File: src/rtl/hb_seq_pkg.sv
package hb_seq_pkg;

  // Bus mode value that enables the sequencer
  localparam logic [1:0] MODE_HOSTBUS8 = 2'd2;

  // Code field widths and the longest ready delay they can encode
  localparam int GAP_CODE_W = 2;
  localparam int DLY_CODE_W = 2;
  localparam int MAX_DLY    = (1 << DLY_CODE_W) - 1;

  // Values held in the captured configuration after reset
  localparam logic [GAP_CODE_W-1:0] GAP_CODE_RST = 2'd2;
  localparam logic [DLY_CODE_W-1:0] DLY_CODE_RST = 2'd0;

  typedef enum logic [1:0] {
    ST_IDLE   = 2'd0,
    ST_STROBE = 2'd1,
    ST_GAP    = 2'd2
  } hb_state_e;

  // Idle clocks between transfers; reserved codes fall back to two
  function automatic logic [1:0] gap_cycles(input logic [GAP_CODE_W-1:0] code);
    return (code == 2'd1) ? 2'd1 : 2'd2;
  endfunction

  // Ready pipeline depth; reserved code zero acts as one
  function automatic int unsigned dly_stages(input logic [DLY_CODE_W-1:0] code);
    return (code == '0) ? 1 : int'(code);
  endfunction

endpackage

File: src/rtl/hb_timing_decode.sv
module hb_timing_decode #(
  parameter int WS_W = 4
) (
  input  logic            req_write,
  input  logic            req_burst,
  input  logic [WS_W-1:0] rd_ws,
  input  logic [WS_W-1:0] wr_ws,
  input  logic            wr_trim,
  output logic [WS_W-1:0] ws_eff
);

  logic trim_ok;

  // Trim applies to non-burst writes whose count is above zero
  assign trim_ok = wr_trim && !req_burst && (wr_ws != '0);

  always_comb begin
    if (!req_write) begin
      ws_eff = rd_ws;
    end else if (trim_ok) begin
      ws_eff = wr_ws - WS_W'(1);
    end else begin
      ws_eff = wr_ws;
    end
  end

endmodule

File: src/rtl/hb_rdy_stall.sv
module hb_rdy_stall
  import hb_seq_pkg::*;
#(
  parameter int DEPTH = MAX_DLY
) (
  input  logic                  clk,
  input  logic                  rst,
  input  logic                  rdy_n,
  input  logic [DLY_CODE_W-1:0] dly_code,
  output logic                  stall
);

  // seen_low[k] is the ready-low sample taken k+1 edges ago
  logic [DEPTH-1:0] seen_low;

  generate
    if (DEPTH == 1) begin : g_single
      always_ff @(posedge clk) begin
        if (rst) seen_low <= '0;
        else     seen_low <= !rdy_n;
      end
    end else begin : g_chain
      always_ff @(posedge clk) begin
        if (rst) seen_low <= '0;
        else     seen_low <= {seen_low[DEPTH-2:0], !rdy_n};
      end
    end
  endgenerate

  always_comb begin
    stall = 1'b0;
    for (int k = 1; k <= DEPTH; k++) begin
      if (dly_stages(dly_code) == k) stall = seen_low[k-1];
    end
  end

endmodule

File: src/rtl/hb_xfer_fsm.sv
module hb_xfer_fsm
  import hb_seq_pkg::*;
#(
  parameter int WS_W   = 4,
  parameter int DATA_W = 8
) (
  input  logic                  clk,
  input  logic                  rst,
  input  logic [1:0]            mode,
  input  logic                  req_valid,
  input  logic                  req_write,
  input  logic [DATA_W-1:0]     req_wdata,
  input  logic [WS_W-1:0]       ws_eff,
  input  logic [GAP_CODE_W-1:0] gap_code,
  input  logic [DLY_CODE_W-1:0] dly_code,
  input  logic                  stall,
  input  logic [DATA_W-1:0]     bus_din,
  output logic [DLY_CODE_W-1:0] dly_code_q,
  output logic                  req_ack,
  output logic [DATA_W-1:0]     rsp_rdata,
  output logic                  bus_rd_n,
  output logic                  bus_wr_n,
  output logic [DATA_W-1:0]     bus_dout,
  output logic                  bus_doe
);

  hb_state_e             state;
  logic [WS_W-1:0]       ws_cnt;
  logic [1:0]            gap_cnt;
  logic [GAP_CODE_W-1:0] gap_code_q;
  logic                  is_wr_q;
  logic                  start_ok;
  logic                  launch;
  logic                  finish;

  assign start_ok = req_valid && (mode == MODE_HOSTBUS8);
  assign launch   = start_ok &&
                    ((state == ST_IDLE) || ((state == ST_GAP) && (gap_cnt == '0)));
  assign finish   = (state == ST_STROBE) && !stall && (ws_cnt == '0);

  always_ff @(posedge clk) begin
    if (rst) begin
      state      <= ST_IDLE;
      ws_cnt     <= '0;
      gap_cnt    <= '0;
      gap_code_q <= GAP_CODE_RST;
      dly_code_q <= DLY_CODE_RST;
      is_wr_q    <= 1'b0;
      req_ack    <= 1'b0;
      rsp_rdata  <= '0;
      bus_rd_n   <= 1'b1;
      bus_wr_n   <= 1'b1;
      bus_dout   <= '0;
      bus_doe    <= 1'b0;
    end else begin
      req_ack <= 1'b0;
      if (launch) begin
        state      <= ST_STROBE;
        ws_cnt     <= ws_eff;
        gap_code_q <= gap_code;
        dly_code_q <= dly_code;
        is_wr_q    <= req_write;
        bus_rd_n   <= req_write;
        bus_wr_n   <= !req_write;
        bus_doe    <= req_write;
        bus_dout   <= req_wdata;
      end else begin
        case (state)
          ST_STROBE: begin
            if (finish) begin
              state    <= ST_GAP;
              gap_cnt  <= gap_cycles(gap_code_q) - 2'd1;
              req_ack  <= 1'b1;
              bus_rd_n <= 1'b1;
              bus_wr_n <= 1'b1;
              bus_doe  <= 1'b0;
              if (!is_wr_q) rsp_rdata <= bus_din;
            end else if (!stall) begin
              ws_cnt <= ws_cnt - WS_W'(1);
            end
          end
          ST_GAP: begin
            if (gap_cnt != '0) gap_cnt <= gap_cnt - 2'd1;
            else               state   <= ST_IDLE;
          end
          default: state <= ST_IDLE;
        endcase
      end
    end
  end

endmodule

File: src/rtl/hb_xfer_seq.sv
module hb_xfer_seq
  import hb_seq_pkg::*;
#(
  parameter int WS_W   = 4,
  parameter int DATA_W = 8
) (
  input  logic              clk,
  input  logic              rst,
  input  logic [1:0]        cfg_mode,
  input  logic [WS_W-1:0]   cfg_rd_ws,
  input  logic [WS_W-1:0]   cfg_wr_ws,
  input  logic              cfg_wr_trim,
  input  logic [1:0]        cfg_gap_code,
  input  logic [1:0]        cfg_rdy_dly,
  input  logic              req_valid,
  input  logic              req_write,
  input  logic              req_burst,
  input  logic [DATA_W-1:0] req_wdata,
  output logic              req_ack,
  output logic [DATA_W-1:0] rsp_rdata,
  output logic              bus_rd_n,
  output logic              bus_wr_n,
  output logic [DATA_W-1:0] bus_dout,
  output logic              bus_doe,
  input  logic [DATA_W-1:0] bus_din,
  input  logic              bus_rdy_n
);

  logic [WS_W-1:0]       ws_eff;
  logic [DLY_CODE_W-1:0] dly_active;
  logic                  stall;

  hb_timing_decode #(.WS_W(WS_W)) u_decode (
    .req_write (req_write),
    .req_burst (req_burst),
    .rd_ws     (cfg_rd_ws),
    .wr_ws     (cfg_wr_ws),
    .wr_trim   (cfg_wr_trim),
    .ws_eff    (ws_eff)
  );

  hb_rdy_stall #(.DEPTH(MAX_DLY)) u_stall (
    .clk      (clk),
    .rst      (rst),
    .rdy_n    (bus_rdy_n),
    .dly_code (dly_active),
    .stall    (stall)
  );

  hb_xfer_fsm #(.WS_W(WS_W), .DATA_W(DATA_W)) u_fsm (
    .clk        (clk),
    .rst        (rst),
    .mode       (cfg_mode),
    .req_valid  (req_valid),
    .req_write  (req_write),
    .req_wdata  (req_wdata),
    .ws_eff     (ws_eff),
    .gap_code   (cfg_gap_code),
    .dly_code   (cfg_rdy_dly),
    .stall      (stall),
    .bus_din    (bus_din),
    .dly_code_q (dly_active),
    .req_ack    (req_ack),
    .rsp_rdata  (rsp_rdata),
    .bus_rd_n   (bus_rd_n),
    .bus_wr_n   (bus_wr_n),
    .bus_dout   (bus_dout),
    .bus_doe    (bus_doe)
  );

endmodule

File: config.mk
export PLATFORM = sky130hd
export DESIGN_NAME = hb_xfer_seq
export DESIGN_NICKNAME = d
export VERILOG_FILES = /design/src/rtl/hb_seq_pkg.sv /design/src/rtl/hb_timing_decode.sv /design/src/rtl/hb_rdy_stall.sv /design/src/rtl/hb_xfer_fsm.sv /design/src/rtl/hb_xfer_seq.sv
export SDC_FILE = /design/constraint.sdc
export NUM_CORES = 1
export LEC_CHECK = 0
export CORE_MARGIN = 5
export CORE_UTILIZATION = 49
export CTS_BUF_LIST = sky130_fd_sc_hd__clkbuf_4
export DETAILED_ROUTE_END_ITERATION = 7
export HOLD_SLACK_MARGIN = 0.1
export PLACE_DENSITY = 0.87
export REMOVE_ABC_BUFFERS = 1
export SYNTH_ARGS = -nofsm -noshare
export SYNTH_HDL_FRONTEND = slang
export SYNTH_HIERARCHICAL = 1
export SYNTH_SLANG_ARGS = --single-unit
File: constraint.sdc
create_clock -name clk -period 4.7 [get_ports clk]
set_input_delay 0.705 -clock clk [delete_from_list [all_inputs] [get_ports clk]]
set_output_delay 0.705 -clock clk [all_outputs]
set_load 0.02 [all_outputs]
== Word-level counts from Yosys, hierarchy flattened ==
Cells that the tools add are included.
Word-level totals
  flip-flop bits (word level): 36
  bits in latches: 0
  memory bits (writable): 0
  ROM bits: 0
  output and inout bits: 20
  memories: 0
Cells by class
  $add $sub $neg: 4
  multipliers: 0
  divide/modulo/power cells: 0
  order comparisons: 0
  eq/ne operators: 14
  shift operators: 0
  mux-type cells: 26
  bitwise logic cells: 3
  reductions and logical operators: 29
Operators with widths (count)
  equality test 32 x 2 -> 1 bit, second input constant: 2
  equality test 32 x 1 -> 1 bit, second input constant: 1
  two-way mux 4 bit: 6
  two-way mux 1 bit: 12
  two-way mux 2 bit: 6
  one-hot mux 2 bit (2 select lines): 2
  AND reduction 4 bit: 2
  nonzero test 2 bit: 4
  subtractor 4 x 1 -> 4 bit, second input constant: 2
  logical AND 1 bit: 7
  zero test 2 bit: 3
  != test 2 bit, second input constant: 3
  AND reduction 2 bit: 3
  equality test 2 x 1 -> 1 bit, second input constant: 2
  equality test 2 bit, second input constant: 2
  zero test 1 bit: 4
  zero test 4 bit: 1
  != test 2 x 1 -> 1 bit, second input constant: 2
  nonzero test 4 bit: 1
  subtractor 2 x 1 -> 2 bit, second input constant: 2
  != test 3 x 1 -> 1 bit, second input constant: 1
  != test 3 x 2 -> 1 bit, second input constant: 1
  NOT 1 bit: 3
  AND reduction 3 bit: 1
  other kinds (3): 3

== Logic depth before layout (Yosys ltp) ==
Gate-level depths: netlist (run 1).
  depth in word-level cells: 12
  gate-level depth with buffers: 8
  depth with buffers taken out: 7

== Hierarchy ==
The synthesis (run 1) kept the hierarchy.
Modules (own cells, without submodules)
  hb_xfer_fsm: times used 1, cells an instance 156, area an instance 1331.3 um2, sequential area each 660.6 um2
  hb_timing_decode: times used 1, cells an instance 24, area an instance 150.1 um2, sequential area each 0.0 um2
  hb_rdy_stall: times used 1, cells an instance 9, area an instance 95.1 um2, sequential area each 60.1 um2

== Least setup slack after synthesis (run 1) ==
Ideal clock, no wire load.
  kind: input -> register
  from: in cfg_wr_ws[0]
  to: reg u_fsm.ws_cnt[0]
  library setup time: 86 ps
  arrival: 1870 ps
  required time: 4614 ps
  setup slack: 2744 ps
  stages on the path: 7
  path buffers: 0
  cells stage by stage: inv_1 > ha_1 > nor3b_1 > or3_2 > a31oi_1 > nor2_1 > a211oi_1
On the way
  word-level cells in the longest chain between the ends: 5
RTL lines
  start, declared: line hb_xfer_seq.sv:11  | input logic [WS_W-1:0] cfg_wr_ws,
  branches (longest 2 deep; another with subtractor 4 x 1 -> 4 bit)
  two-way mux 4 bit *: line hb_timing_decode.sv:20  | end else if (trim_ok) begin
  two-way mux 4 bit *: line hb_timing_decode.sv:18  | if (!req_write) begin
  named net ws_eff[0]: line hb_xfer_seq.sv:29  | logic [WS_W-1:0] ws_eff;
  two-way mux 4 bit *: line hb_xfer_fsm.sv:57  | if (launch) begin
  end signal, assigned: line hb_xfer_fsm.sv:59  | ws_cnt <= ws_eff;
  end signal, assigned: line hb_xfer_fsm.sv:79  | ws_cnt <= ws_cnt - WS_W'(1);
  end, declared: line hb_xfer_fsm.sv:28  | logic [WS_W-1:0] ws_cnt;
Mark *: on every way through the listed nets, which the timed path passes.
A chain may end at the register's enable or synchronous reset.

== Worst setup path after layout (run 1) ==
Ends and elaborated chain as after synthesis.

==> results of run 1 <==
-- registers in the layout (all words and copies together) (netlist names) --
name and count:
u_fsm/bus_doe 1, u_fsm/bus_dout 8, u_fsm/bus_rd_n 1, u_fsm/bus_wr_n 1, u_fsm/dly_code_q 2, u_fsm/gap_cnt 2
u_fsm/gap_code_q 2, u_fsm/is_wr_q 1, u_fsm/req_ack 1, u_fsm/rsp_rdata 8, u_fsm/state 2, u_fsm/ws_cnt 4
u_stall/seen_low 3
-- cell type report --
cell class	count	area (µm²)	area share, %
timing repair buffer	57	568	26.1
sequential	36	721	33.1
tap	44	55.1	2.53
multi-input combinational	137	778	35.7
inverter	5	18.8	0.862
clock buffer	5	37.5	1.72
-- cells in the final DEF (no fill, tap or decap), types with 2 or more instances in the layout --
cell / Yosys / layout
or3_1: 2 / 2
a211oi_1: 5 / 5
clkdlybuf4s50_1: 0 / 56
clkbuf_4: 1 / 5
nor2b_1: 4 / 4
nand2b_1: 4 / 4
a21oi_1: 25 / 25
nand2_1: 39 / 39
nand4_1: 2 / 2
nand3_1: 4 / 4
mux2i_1: 2 / 2
inv_1: 5 / 5
nor2_1: 10 / 10
ha_1: 3 / 3
dfxtp_1: 36 / 36
a31oi_1: 3 / 3
o21ai_0: 11 / 11
nor3_1: 2 / 2
xor2_1: 2 / 2
-- cell families after synthesis --
kind of cell / Yosys count
DFF: 36
xor gates and xnor gates: 3
buffers and inverters: 16
muxes: 2
adders and majority gates: 3
and+or+nand+nor: 77
AOI/OAI and AO/OA: 52
-- worst paths after layout --
| path | end | slack (ns) | depth (start not counted) |
|---|---|---|---|
| hold / removal | u_fsm/bus_dout[6] | 0.46 | 2 |
| hold reg to reg | u_fsm/bus_dout[6] | 0.46 | 2 |
| setup / recovery | u_fsm/ws_cnt[0] | 2.40 | 8 |
| setup reg to reg | u_fsm/ws_cnt[2] | 2.85 | 4 |
-- metrics by stage --
stage	util, %	hold WS, ns	cell area, µm²	std cells
final	70.8	0.458	2180	284
after global routing	70.8	0.476	2180	284
after floorplan	-	0.430	1520	178
after CTS	70.8	0.459	2180	284
after detailed placement	69.6	0.446	2140	279
after global placement	69.6	0.441	2140	279
-- worst min-delay path, cell delays in order (launching register included) --
cell,delay [ns]
dfxtp_1,0.32
nand2_1,0.05
a21oi_1,0.05
-- layer usage --
layer  vias to the layer above  routed length [µm]  GRT usage, %
li1                        761                   -             -
met1                       665                1570          19.3
met2                        44                1640          27.5
met3                         2                 352          8.77
met4                         0                  25          6.60
met5                         -                   0             0
-- power by group --
| part | internal [W] | leakage (nW) | switching, W |
|---|---|---|---|
| logic | 0.0000568 | 0.447 | 0.0000487 |
| registers | 0.000317 | 0.293 | 0.00000781 |
| clock network | 0.0000499 | 0.0230 | 0.0000853 |
| total | 0.000424 | 0.763 | 0.000142 |
==> metrics, run 1 <==
slew of the pin with the lowest slew margin=0.909 ns; diodes inserted=0; Ports=57; Synth cell types=41; maximum net fanout on the critical path=4; global-route total usage across every layer=17.2%; Min-Delay Path Class=reg -> reg; Total Die Area=4450 µm²; number of enable-type register cells in the synthesized netlist=0; share of synthesized area occupied by flip-flops and latches=45.7%; Worst Slack Setup Final=2.40 ns; compound-gate portion of the synthesized area=19.3%; Critical Path AT=2.53 ns; Reg-to-Reg Start=u_fsm/gap_cnt[0]; crit start category=input pin; post-route total power=0.000565 W; Die Span X=66.7 µm; Total Wirelength=3.59 mm; synthesized-area fraction occupied by adder cells=2.38%; number of global-route vias before repair=1363; clock tree from TritonCTS=yes; iteration-0 DRC count of the detailed router=49; number of buffers on the longest clock path=2; Max transition margin=39.2%; xor-xnor portion of the synthesized cell area=1.67%; library cell with the highest instance count after synthesis=nand2_1; main combinational cell family by area after synthesis=simple AND/OR/NAND/NOR gates; family with the most delay on the worst path=simple AND/OR/NAND/NOR gates; setup repair after global routing missed its margin=false; global-route wire length before repair=5.79 mm; origin of the worst min-delay path=u_fsm/bus_dout[6]; post-layout minimum cycle time=2.30 ns; number of nets at the end of the flow=282; Fmax achieved=436 MHz; synthesized instance count=189; Post-Synthesis Mean Instance Area=8.34 µm²; cell type with the largest total area after synthesis=dfxtp_1; H-tree Lvls=2; number of synthesized register bits=36; critical path class=in -> reg; antenna violations before repair=0; max-slew violations=0; ordered cell list for the critical path=clkdlybuf4s50_1 > inv_1 > ha_1 > nor3b_1 > or3_2 > a31oi_1 > nor2_1 > a211oi_1; setup violators final=0; die span in y=66.7 µm; synth warn=6; routed length per placed instance=12.6 µm; number of search-and-repair iterations in the first detailed-routing pass=4; maximum vdd ir drop=195 µV; Post-CTS Repair Setup Buffers=0; I/O Buffers=56; Via-to-Cell Ratio=5.18; core region area=3080 µm²; top_reg_cell synth=dfxtp_1; top cell type's share of synthesized area=45.7%; residual overflow from global routing=0; routability cong.=0.744; post-synthesis cell area=1580 µm²; drt drc=0; post-route fraction of the period consumed by the critical path=48.8%; proportion of synthesized flip-flops having asynchronous set or reset=0%; final count of hold timing violations=0; Critical Path Start=cfg_wr_ws[0]; quantity of hold-fixing buffers added after cts=0; minimum setup slack after placement=2.07 ns; clock latency on the worst-skew pair=0.32 ns; worst path bufs/invs=2; post-synthesis share of cell area spent on and, or, nand and nor gates=24.8%; worst endpoint required time=4.94 ns; critical path endpoint category=flop; result of the run=finished clean; library cell used as clock root buffer=clkbuf_4; count of vias placed by the detailed router=1472; crit-path max cell delay=0.51 ns; leading cell types by total area after synthesis=dfxtp_1 46%, nand2_1 9.3%, a21oi_1 7.9%; number of inserted filler cells in the final layout=266; Detail Placement HPWL=2.62 mm; clock tree skew after final layout=0.00385 ns; standby leakage power=0.763 nW; CTS Buf Count=5; ratio of cells with drive above 1 in the final layout=4.58%; Layout area overhead=38.2%; starting density of the core=51.2%; power density over cell area=260 nW/µm²; number of rows in the core area=20; Sum Neg Setup Slack=0 ns; leading cell types by count after synthesis=39 x nand2_1, 36 x dfxtp_1, 25 x a21oi_1, 11 x o21ai_0, 10 x nor2_1; slowest CP cell=clkdlybuf4s50_1; clock transition at the registers of the reported paths=0.09 ns; number of maximum-capacitance constraint violations=0; portion of netlist area occupied by mux cells=1.27%; count of instances resized after the clock tree is built=0; remaining antenna violation count=0; Num Clock Sinks=36; maximum number of pins on one net before global-route repair=35
Note: power is estimated with default switching activity, not from simulation.
==> run 2: changes to the inputs <==
Settings changed: CORE_UTILIZATION 49 to 41, PLACE_DENSITY 0.87 to 0.77.
Clock period 4.7 ns to 2 ns, I/O delays scaled along.
==> run 2 against run 1 <==
Compared with the run above:
- sequential share of layout area shrank 1.7 points
- final cell count grew 5.6%
- worst hold slack gained 0.0029 ns
- register-to-register slack lost 2.7 ns
- first-iteration DRC count shrank 18%
- non-clock buffer count grew 9
- critical path type is now reg -> reg
- critical endpoint is now u_fsm/ws_cnt[1]
- largest power group unchanged
==> metrics, run 2 (synthesis results as in run 1) <==
Sum Neg Setup Slack=0 ns (unchanged); clock latency on the worst-skew pair=0.35 ns (+0.03 ns); Via-to-Cell Ratio=4.90 (-5.5%); number of nets at the end of the flow=291 (+3.2%); clock tree from TritonCTS=yes; Total Wirelength=3.75 mm (+4.5%); Ports=57 (unchanged); antenna violations before repair=0 (unchanged); Hold Path Cell Cnt=2 (unchanged); count of vias placed by the detailed router=1470 (-0.14%); endpoint of the most critical register-to-register path=u_fsm/ws_cnt[1]; final count of hold timing violations=0 (unchanged); clock transition at the registers of the reported paths=0.11 ns (+0.02 ns); setup violators final=0 (unchanged); number of maximum-capacitance constraint violations=0 (unchanged); total internal power=0.00115 W (+170%); Total Die Area=5190 µm² (+16%); switching fraction of total power=25.3% (+0.18 points); Reg-to-Reg Start=u_fsm/dly_code_q[0]; Hold Path Sink=u_fsm/bus_dout[5]; drt drc=0 (unchanged); Gate power share=16.9% (-1.8 points); largest registers ranked by flip-flop count=u_fsm/bus_dout: 8 flops, u_fsm/rsp_rdata: 8 flops, u_fsm/ws_cnt: 4 flops; routed length per placed instance=12.5 µm (-1.1%); Die Span X=72.0 µm (+7.9%); most frequent standard cell in the layout excluding fill and tap cells=clkdlybuf4s50_1; number of buffers on the longest clock path=2 (unchanged); setup repair after global routing missed its margin=false; slew of the pin with the lowest slew margin=0.498 ns (-0.411 ns); Met1 Wirelength=1.82 mm (+16%); routability cong.=0.800 (+7.5%); die span in y=72.0 µm (+7.9%); origin of the worst min-delay path=u_fsm/bus_dout[5]; Post-CTS Repair Setup Buffers=0 (unchanged); power density over cell area=670 nW/µm² (+160%); maximum net fanout on the critical path=6 (+2); H-tree Lvls=2 (unchanged); sequential power share=49.6% (-7.8 points); top sig layer=met4; critical path class=reg -> reg; ratio of cells with drive above 1 in the final layout=9.13% (+4.5 points); worst endpoint required time=2.28 ns (-2.66 ns); clock tree skew after final layout=0.0115 ns (+0.00762 ns); quantity of hold-fixing buffers added after cts=0 (unchanged); core region area=3690 µm² (+20%); Min-Delay Path Class=reg -> reg; critical path endpoint category=flop; number of search-and-repair iterations in the first detailed-routing pass=4 (unchanged); Fmax achieved=551 MHz; residual overflow from global routing=0 (unchanged); post-route fraction of the period consumed by the critical path=90.8%; crit start category=flop; result of the run=finished clean; power share of the clock group=33.5% (+9.6 points); standby leakage power=0.824 nW (+7.9%); library cell used as clock root buffer=clkbuf_4; metal3 WL=304 µm (-14%); iteration-0 DRC count of the detailed router=40 (-18%); Num Clock Sinks=36 (unchanged); CTS Buf Count=5 (unchanged); Critical Path AT=2.10 ns (-0.43 ns); Max transition margin=66.5% (+27 points); Detail Placement HPWL=2.77 mm (+5.6%); starting density of the core=42.7% (-8.5 points); worst reg-to-reg setup slack=0.18 ns (-2.67 ns); commonest cells after routing, fill and taps aside=56 x clkdlybuf4s50_1, 39 x nand2_1, 36 x dfxtp_1; switching power summed over all nets=0.000388 W (+170%); global-route wire length before repair=6.13 mm (+5.8%); number of cells traversed by the worst register-to-register path=6 (+2); met2 layer wire length in the routed design=1.58 mm (-3.5%); remaining antenna violation count=0 (unchanged); number of rows in the core area=22 (+10%); maximum number of pins on one net before global-route repair=20 (-43%); number of global-route vias before repair=1379 (+1.2%); post-route total power=0.00154 W (+170%); diodes inserted=0 (unchanged); max-slew violations=0 (unchanged); global-route total usage across every layer=15.0% (-2.1 points); post-layout minimum cycle time=1.82 ns; I/O Buffers=56 (unchanged); Layout area overhead=45.5%; maximum vdd ir drop=364 µV (+86%)
[run 2: cell count changes in the layout (fill, tap and decap cells not counted), sizes merged]
cell      change
clkinv        +1
buf           +9
clkinvlp      +1
bufinv        +1
[run 2: final cells by class]
type | instances | area, µm²
clock inverter | 3 | 42.5
multi-input combinational | 137 | 778
sequential | 36 | 721
clock buffer | 5 | 37.5
timing repair buffer | 66 | 636
tap | 48 | 60.1
fill | 351 | 1400
inverter | 5 | 18.8
[run 2: through the flow]
| step | utilization [%] | hold slack (ns) | setup slack [ns] | cells | instance area (µm²) |
|---|---|---|---|---|---|
| floorplan | - | 0.367 | 0.379 | 178 | 1520 |
| global placement | 60.0 | 0.442 | -0.0916 | 292 | 2210 |
| detailed placement | 60.0 | 0.447 | -0.132 | 292 | 2210 |
| CTS | 62.2 | 0.463 | 0.0975 | 300 | 2290 |
| global route | 62.2 | 0.473 | 0.00103 | 300 | 2290 |
| finish | 62.2 | 0.461 | 0.184 | 300 | 2290 |
[run 2: metal layers]
| layer | vias up | track usage, % |
|---|---|---|
| met1 | 649 | 18.9 |
| met4 | 0 | 5.01 |
| met3 | 4 | 7.20 |
| met2 | 41 | 22.7 |
| met5 | - | 0 |
| li1 | 776 | - |
[run 2: worst max-delay path, stage by stage, from the launching register on]
cell     delay [ns]
dfxtp_1        0.36
mux2i_1        0.19
a21oi_1        0.18
nor3b_2        0.44
a21oi_1        0.13
a311o_1        0.33
a21oi_1        0.12
[run 2: how the worst max path moves through the flow]
stage                        start            endpoint  cells past startpoint
5_1_grt        u_fsm/dly_code_q[0]     u_fsm/ws_cnt[1]                      6
4_1_cts            u_fsm/ws_cnt[0]  u_fsm/rsp_rdata[4]                      6
6_report       u_fsm/dly_code_q[0]     u_fsm/ws_cnt[1]                      6
3_5_place_dp          cfg_wr_ws[0]     u_fsm/ws_cnt[3]                      7
3_3_place_gp          cfg_wr_ws[0]     u_fsm/ws_cnt[0]                      8
2_1_floorplan      u_fsm/ws_cnt[0]  u_fsm/rsp_rdata[0]                      6
[run 2: power groups by stage]
stage	sequential (W)	combinational, W	clock [W]
after global placement	0.000778	0.000258	0
after global routing	0.000767	0.000283	0.000564
final	0.000762	0.000260	0.000515
after CTS	0.000762	0.000262	0.000532
after detailed placement	0.000779	0.000261	0
after floorplan	0.000792	0.0000993	0
[run 2: what timing repair did]
item,in CTS,in global routing
endpoints found under the hold margin,0,0
resized for setup,0,0
setup endpoints to repair,0,5
==> run 3: changes to the inputs <==
Settings changed: CORE_UTILIZATION 41 to 40, CTS_BUF_LIST sky130_fd_sc_hd__clkbuf_4 to unset, PLACE_DENSITY 0.77 to 0.76, REMOVE_ABC_BUFFERS 1 to unset.
==> run 3 against run 2 <==
Compared with the run above:
- fmax down 2.7%
- via count grew 1.4%
- highest routed layer unchanged
- total power is 6.6% higher
- wire length about the same
- register-to-register slack lost 0.05 ns
- critical path type unchanged
- cell area rose by 1.9%
- worst setup slack worse by 0.050 ns
- clock power up 19%
- core utilization is 0.22 points higher
- non-clock buffer count grew 2
- clock-buffer cell count up 1
==> metrics, run 3 (synthesis results as in run 1) <==
result of the run=finished clean; quantity of hold-fixing buffers added after cts=0 (unchanged); power density over cell area=701 nW/µm² (+4.6%); setup violators final=0 (unchanged); Post-CTS Repair Setup Buffers=0 (unchanged); number of search-and-repair iterations in the first detailed-routing pass=4 (unchanged); Gate power share=16.0% (-0.9 points); Num Clock Sinks=36 (unchanged); routed length per placed instance=12.4 µm (-0.64%); CTS Buf Count=5 (unchanged); die span in y=72.8 µm (+1.1%); setup repair after global routing missed its margin=false; most frequent standard cell in the layout excluding fill and tap cells=clkdlybuf4s50_1; post-layout minimum cycle time=1.87 ns (+0.0505 ns); standby leakage power=0.848 nW (+3.0%); clock transition at the registers of the reported paths=0.07 ns (-0.04 ns); critical path class=reg -> reg; Hold Worst Slack=0.455 ns (-0.00553 ns); number of nets in the synthesized netlist=229; Min-Delay Path Class=reg -> reg; slowest CP cell=or3b_1; remaining antenna violation count=0 (unchanged); number of buffers on the longest clock path=2 (unchanged); Via-to-Cell Ratio=4.94 (+0.76%); Fmax achieved=536 MHz (-2.7%); switching fraction of total power=23.1% (-2.2 points); post-route fraction of the period consumed by the critical path=93.3% (+2.5 points); H-tree Lvls=2 (unchanged); worst path bufs/invs=1 (+1); max-slew violations=0 (unchanged); Total Wirelength=3.75 mm (about the same); commonest cells after routing, fill and taps aside=56 x clkdlybuf4s50_1, 39 x nand2_1, 36 x dfxtp_1; clock tree skew after final layout=0.00454 ns (-0.00693 ns); Max transition margin=67.0% (+0.46 points); routability cong.=0.698 (-13%); Die Span X=72.8 µm (+1.1%); final count of hold timing violations=0 (unchanged); slew of the pin with the lowest slew margin=0.491 ns (-0.00681 ns); power share of the clock group=37.4% (+3.9 points); Total Die Area=5300 µm² (+2.2%); diodes inserted=0 (unchanged); non-filler instance count after layout=302 (+0.67%); Layout area overhead=48.2%; number of global-route vias before repair=1469 (+6.5%); maximum net fanout on the critical path=8 (+2); critical path endpoint category=flop; residual overflow from global routing=0 (unchanged); global-route total usage across every layer=15.0% (about the same); clock latency on the worst-skew pair=0.28 ns (-0.07 ns); antenna violations before repair=0 (unchanged); maximum vdd ir drop=484 µV (+33%); count of vias placed by the detailed router=1491 (+1.4%); clock tree from TritonCTS=yes; Critical Path AT=2.08 ns (-0.02 ns); number of rows in the core area=22 (unchanged); total internal power=0.00126 W (+9.7%); ordered cell list for the critical path=inv_1 > ha_1 > or3b_1 > nor4_4 > nand2_1 > a21oi_1; I/O Buffers=56 (unchanged); switching power summed over all nets=0.000379 W (-2.5%); starting density of the core=42.1% (-0.63 points); core region area=3740 µm² (+1.5%); iteration-0 DRC count of the detailed router=41 (+2.5%); count of instances resized after the clock tree is built=0 (unchanged); Sum Neg Setup Slack=0 ns (unchanged); number of maximum-capacitance constraint violations=0 (unchanged); number of nets at the end of the flow=293 (+0.69%); family with the most delay on the worst path=simple AND/OR/NAND/NOR gates; crit-path max cell delay=0.50 ns (+0.06 ns); crit start category=flop; sequential power share=46.6% (-3.0 points); library cell used as clock root buffer=clkbuf_8; drt drc=0 (unchanged); ratio of cells with drive above 1 in the final layout=9.45% (+0.32 points); worst endpoint required time=2.21 ns (-0.07 ns); global-route wire length before repair=6.32 mm (+3.1%); largest registers ranked by flip-flop count=u_fsm/bus_dout: 8 flops, u_fsm/rsp_rdata: 8 flops, u_fsm/ws_cnt: 4 flops; maximum number of pins on one net before global-route repair=16 (-20%); Detail Placement HPWL=2.85 mm (+3.1%); instance count after placement with tap cells included=294 (+0.68%); Ports=57 (unchanged)
[run 3: cell count changes in the layout (fill, tap and decap cells not counted)]
cell,change
clkinvlp_4,-1
clkbuf_1,+1
clkbuf_4,-5
clkbuf_8,+5
buf_4,+2
[run 3: worst paths after layout]
path,startpoint,endpoint,slack (ns),cells past startpoint
worst min register to register,u_fsm/bus_dout[4],u_fsm/bus_dout[4],0.46,2
worst max-delay path,u_fsm/ws_cnt[0],u_fsm/rsp_rdata[6],0.13,6
worst max register to register,u_fsm/ws_cnt[0],u_fsm/rsp_rdata[6],0.13,6
worst min-delay path,u_fsm/bus_dout[4],u_fsm/bus_dout[4],0.46,2
[run 3: metal layers]
metal  vias up  wire length, µm  global-route usage, %
met4         0               39                   4.92
met3         4              267                   5.10
met2        33             1850                   25.8
met1       675             1600                   17.5
met5         -                0                      0
li1        779                -                      -
[run 3: tightest hold or removal path, delay by kind of cell (launching register included)]
kind               cells  cell delay [ns]
DFF                    1             0.31
and+or+nand+nor        1             0.05
AOI/OAI and AO/OA      1             0.05
[run 3: per-stage QoR]
stage	util (%)	setup slack, ns	area (µm²)	power [W]
final	62.4	0.134	2340	0.00164
after CTS	62.4	0.143	2340	0.00166
after global routing	62.4	0.00916	2340	0.00172
after global placement	59.5	-0.0885	2230	0.00104
after floorplan	-	0.346	1580	0.000914
after detailed placement	59.5	-0.155	2230	0.00104
[run 3: power groups by stage]
stage / registers (W) / logic [W] / clock network (W)
2_1_floorplan: 0.000791 / 0.000124 / 0
3_3_place_gp: 0.000779 / 0.000261 / 0
3_5_place_dp: 0.000779 / 0.000263 / 0
4_1_cts: 0.000763 / 0.000264 / 0.000630
5_1_grt: 0.000767 / 0.000286 / 0.000663
6_report: 0.000763 / 0.000262 / 0.000613
[run 3: cell type report]
cell class | instances | area (µm²)
flip-flops and latches | 36 | 721
fillers | 351 | 1410
clock buffers | 6 | 72.6
inverters | 5 | 18.8
repair buffers | 68 | 651
well taps | 48 | 60.1
clock inverters | 2 | 35.0
multi-input cells | 137 | 778
